[src/rtl/bact_pkg.sv]
package bact_pkg;
   // number of block edges examined around the centre pixel
   localparam int unsigned SIDE_COUNT = 4;

   // largest legal total for a given geometry
   function automatic int unsigned act_bound(input int unsigned pix_w,
                                             input int unsigned taps,
                                             input int unsigned sides);
      return sides * taps * ((1 << pix_w) - 1);
   endfunction
endpackage

[src/rtl/bact_side_meas.sv]
module bact_side_meas #(
   parameter int unsigned PIX_W = 8,
   parameter int unsigned TAPS  = 4
) (
   input  logic                                    clk,
   input  logic                                    rst_n,
   input  logic                                    load,
   input  logic [TAPS*PIX_W-1:0]                   near_px,
   input  logic [TAPS*PIX_W-1:0]                   far_px,
   output logic [PIX_W+$clog2(TAPS)-1:0]           mag_q
);
   localparam int unsigned DIFF_W = PIX_W + 1;
   localparam int unsigned SUM_W  = DIFF_W + $clog2(TAPS);
   localparam int unsigned MAG_W  = SUM_W - 1;

   logic signed [DIFF_W-1:0] diff_w [TAPS];
   logic signed [SUM_W-1:0]  acc_w;
   logic        [MAG_W-1:0]  abs_w;

   for (genvar j = 0; j < TAPS; j++) begin : g_tap
      assign diff_w[j] = $signed({1'b0, near_px[j*PIX_W +: PIX_W]})
                       - $signed({1'b0, far_px[j*PIX_W +: PIX_W]});
   end

   always_comb begin
      acc_w = '0;
      for (int j = 0; j < TAPS; j++) begin
         acc_w = acc_w + SUM_W'(diff_w[j]);
      end
   end

   assign abs_w = acc_w[SUM_W-1] ? MAG_W'(-acc_w) : MAG_W'(acc_w);

   always_ff @(posedge clk or negedge rst_n) begin
      if (!rst_n) begin
         mag_q <= '0;
      end else if (load) begin
         mag_q <= abs_w;
      end
   end


   side_bound_chk: assert property (@(posedge clk) disable iff (!rst_n)
      32'(mag_q) <= bact_pkg::act_bound(PIX_W, TAPS, 1))
      else $error("boundary score above full scale");
endmodule

[src/rtl/bact_total_cmp.sv]
module bact_total_cmp #(
   parameter int unsigned PIX_W = 8,
   parameter int unsigned TAPS  = 4,
   parameter int unsigned SIDES = 4,
   parameter int unsigned MAG_W = 10,
   parameter int unsigned TOT_W = 13
) (
   input  logic                   clk,
   input  logic                   rst_n,
   input  logic                   load,
   input  logic [SIDES*MAG_W-1:0] mags,
   input  logic [TOT_W-1:0]       lam,
   output logic                   out_valid,
   output logic                   gate,
   output logic [TOT_W-1:0]       activity
);
   logic [TOT_W-1:0] sum_w;

   always_comb begin
      sum_w = '0;
      for (int s = 0; s < SIDES; s++) begin
         sum_w = sum_w + TOT_W'(mags[s*MAG_W +: MAG_W]);
      end
   end

   always_ff @(posedge clk or negedge rst_n) begin
      if (!rst_n) begin
         out_valid <= 1'b0;
         gate      <= 1'b0;
         activity  <= '0;
      end else begin
         out_valid <= load;
         if (load) begin
            activity <= sum_w;
            gate     <= (sum_w >= lam);
         end
      end
   end


   out_follow_chk: assert property (@(posedge clk) disable iff (!rst_n)
      load |=> out_valid)
      else $error("result missing after stage one");


   out_quiet_chk: assert property (@(posedge clk) disable iff (!rst_n)
      !load |=> !out_valid)
      else $error("spurious result strobe");


   hold_chk: assert property (@(posedge clk) disable iff (!rst_n)
      !load |=> ($stable(activity) && $stable(gate)))
      else $error("result changed without a new input");


   total_bound_chk: assert property (@(posedge clk) disable iff (!rst_n)
      32'(activity) <= bact_pkg::act_bound(PIX_W, TAPS, SIDES))
      else $error("total above full scale");
endmodule

[src/rtl/blk_activity_gate.sv]
module blk_activity_gate #(
   parameter int unsigned PIX_W   = 8,
   parameter int unsigned TAPS    = 4,
   parameter int unsigned SIDES   = 4,
   parameter int unsigned LAM_RST = 64,
   localparam int unsigned NPIX   = SIDES * TAPS,
   localparam int unsigned TOT_W  = PIX_W + 1 + $clog2(TAPS) + $clog2(SIDES)
) (
   input  logic                  clk,
   input  logic                  rst_n,
   input  logic                  in_valid,
   input  logic [NPIX*PIX_W-1:0] inner_px,
   input  logic [NPIX*PIX_W-1:0] outer_px,
   input  logic                  lam_we,
   input  logic [TOT_W-1:0]      lam_wdata,
   output logic                  out_valid,
   output logic                  gate,
   output logic [TOT_W-1:0]      activity
);
   localparam int unsigned MAG_W  = PIX_W + $clog2(TAPS);
   localparam int unsigned SIDE_B = TAPS * PIX_W;

   // elaboration-time parameter checks
   if (PIX_W < 1 || PIX_W > 16) begin : g_bad_pix
      $error("PIX_W out of supported range");
   end
   if (TAPS < 2) begin : g_bad_taps
      $error("TAPS must be at least 2");
   end
   if (SIDES != bact_pkg::SIDE_COUNT) begin : g_bad_sides
      $error("SIDES must match the four block edges");
   end
   if (LAM_RST >= (1 << TOT_W)) begin : g_bad_lam
      $error("LAM_RST does not fit the threshold width");
   end

   logic [TOT_W-1:0]       lam_q;
   logic [TOT_W-1:0]       s1_lam;
   logic                   s1_valid;
   logic [SIDES*MAG_W-1:0] mag_bus;

   always_ff @(posedge clk or negedge rst_n) begin
      if (!rst_n) begin
         lam_q    <= TOT_W'(LAM_RST);
         s1_lam   <= TOT_W'(LAM_RST);
         s1_valid <= 1'b0;
      end else begin
         s1_valid <= in_valid;
         if (in_valid) begin
            s1_lam <= lam_q;
         end
         if (lam_we) begin
            lam_q <= lam_wdata;
         end
      end
   end

   for (genvar s = 0; s < SIDES; s++) begin : g_side
      bact_side_meas #(.PIX_W(PIX_W), .TAPS(TAPS)) i_meas (
         .clk     (clk),
         .rst_n   (rst_n),
         .load    (in_valid),
         .near_px (inner_px[s*SIDE_B +: SIDE_B]),
         .far_px  (outer_px[s*SIDE_B +: SIDE_B]),
         .mag_q   (mag_bus[s*MAG_W +: MAG_W])
      );
   end

   bact_total_cmp #(
      .PIX_W (PIX_W),
      .TAPS  (TAPS),
      .SIDES (SIDES),
      .MAG_W (MAG_W),
      .TOT_W (TOT_W)
   ) i_total (
      .clk       (clk),
      .rst_n     (rst_n),
      .load      (s1_valid),
      .mags      (mag_bus),
      .lam       (s1_lam),
      .out_valid (out_valid),
      .gate      (gate),
      .activity  (activity)
   );


   stage_one_chk: assert property (@(posedge clk) disable iff (!rst_n)
      in_valid |=> s1_valid)
      else $error("accepted input lost before stage two");
endmodule

[config.mk]
export PLATFORM = sky130hd
export DESIGN_NAME = blk_activity_gate
export DESIGN_NICKNAME = d
export VERILOG_FILES = /design/src/rtl/bact_pkg.sv /design/src/rtl/bact_side_meas.sv /design/src/rtl/bact_total_cmp.sv /design/src/rtl/blk_activity_gate.sv
export SDC_FILE = /design/constraint.sdc
export NUM_CORES = 1
export LEC_CHECK = 0
export ABC_AREA = 1
export BUFFER_PORTS_ARGS = -buffer_cell sky130_fd_sc_hd__clkbuf_2
export CORE_MARGIN = 1.5
export CORE_UTILIZATION = 58
export DETAILED_ROUTE_END_ITERATION = 8
export PLACE_DENSITY = 0.91
export REMOVE_ABC_BUFFERS = 1
export SYNTH_ARGS = -nofsm -noshare
export SYNTH_HDL_FRONTEND = slang
export SYNTH_SLANG_ARGS = --single-unit
[constraint.sdc]
create_clock -name clk -period 4.7 [get_ports clk]
set_input_delay 1.41 -clock clk [delete_from_list [all_inputs] [get_ports clk]]
set_output_delay 1.41 -clock clk [all_outputs]
set_load 0.005 [all_outputs]
==> impl_metrics.tcl <==
set metrics [dict create \
    violations "negative setup slack" \
    maxSlewHeadroom_pct 31.4 \
    critPathLaunchType "input pin" \
    rsz0062_at_grt "true" \
    layout_min_cycle_time_ns 5.48 \
    status "finished with violations" \
    cts_buffer_depth 2 \
    yosysMostFrequentCell "inv_1" \
    arrival_ns 5.67 \
    yosysUniqueCellTypes 45 \
    dieWidth_um 161 \
    ys_async_sr_fraction_pct 100 \
    slowest_stage "fa_1" \
    final_cells 2952 \
    fp.dieH_um 161 \
    h-tree-depth 3 \
    crit_top_cell "inv_2" \
    synth_edf_count 0 \
    grt_pass1_wl_um 72800 \
    dieArea_um2 25800 \
    drt_iter0_drc 1812 \
    worstHoldPathType "reg2reg" \
    drive_gt1_share_pct 36.9 \
    place_inst 2894 \
    yosysWarnings 0 \
    hpwl_um 32300 \
    cts-root-buf "clkbuf_16" \
    cap_violations 0 \
    gp_congestion 0.924 \
    fin_hold_ws_ns 0.484 \
    clock_latency_ns 0.36 \
    ys_top_cells_by_area "ha_1 18%, fa_1 14%, inv_1 14%" \
    yosys-top-cells-count "536 x inv_1, 423 x nand2_1, 204 x ha_1" \
    critical_path.cell_chain "buf_8, inv_4, ha_4, fa_2, o21ai_4, buf_6, xor2_2, inv_2, fa_1, inv_2, fa_1, inv_2, ha_4, nand2_2, nand2_2, inv_2, nand3b_1, nand2_4, nand3_4, or2_4, nand2_2, nand2_1, nand3_1, nand2_1" \
    syn_inst 2022 \
    grt_pass1_vias 16970 \
    ant_nets 0 \
    yosysTopAreaCellShare_pct 17.7 \
    cts_made_buffers 9 \
    fp-row-count 57 \
    cts_tree "done" \
    clkTransAtPathRegs_ns 0.07 \
    seq_area_frac_synth_pct 14.1 \
    required_ns 4.89 \
    yosys.area.top_type "ha_1" \
    insertedDiodeCount 0 \
    slew_violations 0 \
    slowest_delay_ns 0.71 \
    clock_sinks 81 \
    holdBufCountCts 0 \
    crit_path_max_fanout 4 \
    final.setup.worst_slack_ns -0.784 \
    drt_first_pass_iters 7 \
    drc 0 \
    worstMarginPinSlew_ns 1.03 \
    clock_skew_ns 0.0170 \
    finalNetCount 3204 \
    fmax_ghz 0.182 \
    io_buffer_count 286 \
    fin_crit_sh_pct 117 \
    syn_to_final_growth_pct 41.7 \
    core_um2 24400 \
    synth_area_um2 14400 \
    antenna_found_initial 0 \
    wl_um 54700 \
    gr-usage-all-layers_pct 34.1 \
    ys_seq_elements 81 \
    syn_area_per_cell_um2 7.14 \
    wl_per_cell_um 18.5 \
    grt_start_max_net_pins 82 \
    via_count 17115 \
    ys.flop_type "dfrtp_1" \
    setup-violations-final 36 \
    initial_utilization_pct 59.2 \
    ios 288 \
    worstSetupEndpointType "register" \
    path_class "in2reg" \
    hold_viol_final 0 \
    overflow 0 \
    vias_per_cell 5.80 \
    tns_ns -19.26 \
]
==> cells by family (layout without fill, tap and decap cells) <==
group | Yosys count | after routing | share of synthesized area, %
AO/OA/AOI/OAI | 273 | 273 | 10.6
buffers and inverters | 555 | 1157 | 14.7
multiplexers | 12 | 12 | 0.936
XOR/XNOR | 125 | 125 | 7.59
AND/OR/NAND/NOR | 667 | 671 | 20.0
flip-flops | 81 | 81 | 14.1
other | 1 | 1 | 0.0260
adder cells (fa/ha/maj) | 308 | 308 | 32.1
==> final timing paths <==
kind / from / cells past startpoint / to / slack, ns
hold reg to reg: lam_q[11] / 2 / s1_lam[11] / 0.48
min in group asynchronous: rst_n / 1 / i_total.activity[0] / 1.25
max in group asynchronous: rst_n / 1 / lam_q[2] / 2.80
hold / removal: lam_q[11] / 2 / s1_lam[11] / 0.48
setup reg to reg: g_side[1].i_meas.mag_q[0] / 24 / i_total.gate / 0.20
setup / recovery: inner_px[16] / 24 / g_side[0].i_meas.mag_q[7] / -0.78
==> area by class of cell <==
cell class,instances,area [µm²]
flip-flops and latches,81,2030
clock inverters,5,37.5
repair buffers,605,3910
fillers,1252,3940
well taps,324,405
clock buffers,11,253
inverters,536,2050
multi-input cells,1390,11800
==> flip-flops by register name, summed over array words and instances, names as in the netlist <==
signal	cells
lam_q	13
i_total.gate	1
g_side.i_meas.mag_q	40
i_total.out_valid	1
i_total.activity	12
s1_valid	1
s1_lam	13
==> critical path, delay by kind of cell <==
| kind | cells | cell delay (ns) |
|---|---|---|
| fa+ha+maj | 5 | 2.09 |
| xor+xnor | 1 | 0.23 |
| buf+inv | 7 | 0.55 |
| compound gates | 1 | 0.20 |
| simple gates | 10 | 1.18 |
==> metal layers <==
metal | vias up | share of wire (%) | GRT usage [%]
met5 | - | 0 | 0
met4 | 0 | 9.1 | 19.7
met3 | 509 | 9.6 | 5.29
met2 | 1325 | 48 | 64.8
met1 | 7786 | 34 | 35.4
li1 | 7495 | - | -
==> per-stage QoR <==
step / instance area, µm² / utilization (%) / worst slack [ns]
6_report: 20500 / 83.9 / -0.784
3_3_place_gp: 18300 / 74.9 / -0.820
2_1_floorplan: 14300 / - / -0.499
5_1_grt: 20500 / 83.9 / -0.950
3_5_place_dp: 18300 / 74.9 / -1.02
4_1_cts: 19600 / 80.4 / -0.310
==> layout by cell type (no fill, tap or decap), types with 16 or more instances in the layout <==
master    instances
nand2_1         328
xor2_1           86
a21oi_1         113
nand3_1          79
clkbuf_2        276
nand2_4          24
nand2_2          91
nor2_1           42
inv_1           489
dfrtp_1          79
a21oi_2          36
buf_4           315
nand3_2          28
ha_1            163
fa_2             18
o21ai_0          40
inv_4            16
nand4_1          26
xnor2_1          30
ha_4             39
inv_2            31
nand3b_1         18
fa_1             86
o21bai_1         22
==> timing repair <==
item,CTS,global route
resized for setup,202,205
buffers inserted,26,13
endpoints found under the setup margin,36,37
hold endpoints to repair,0,0
pin swaps,148,134
gates cloned,4,0
Power is left out: the tool's default activity adds up to more than one toggle a clock period on the data nets, which glitch-free logic cannot reach.
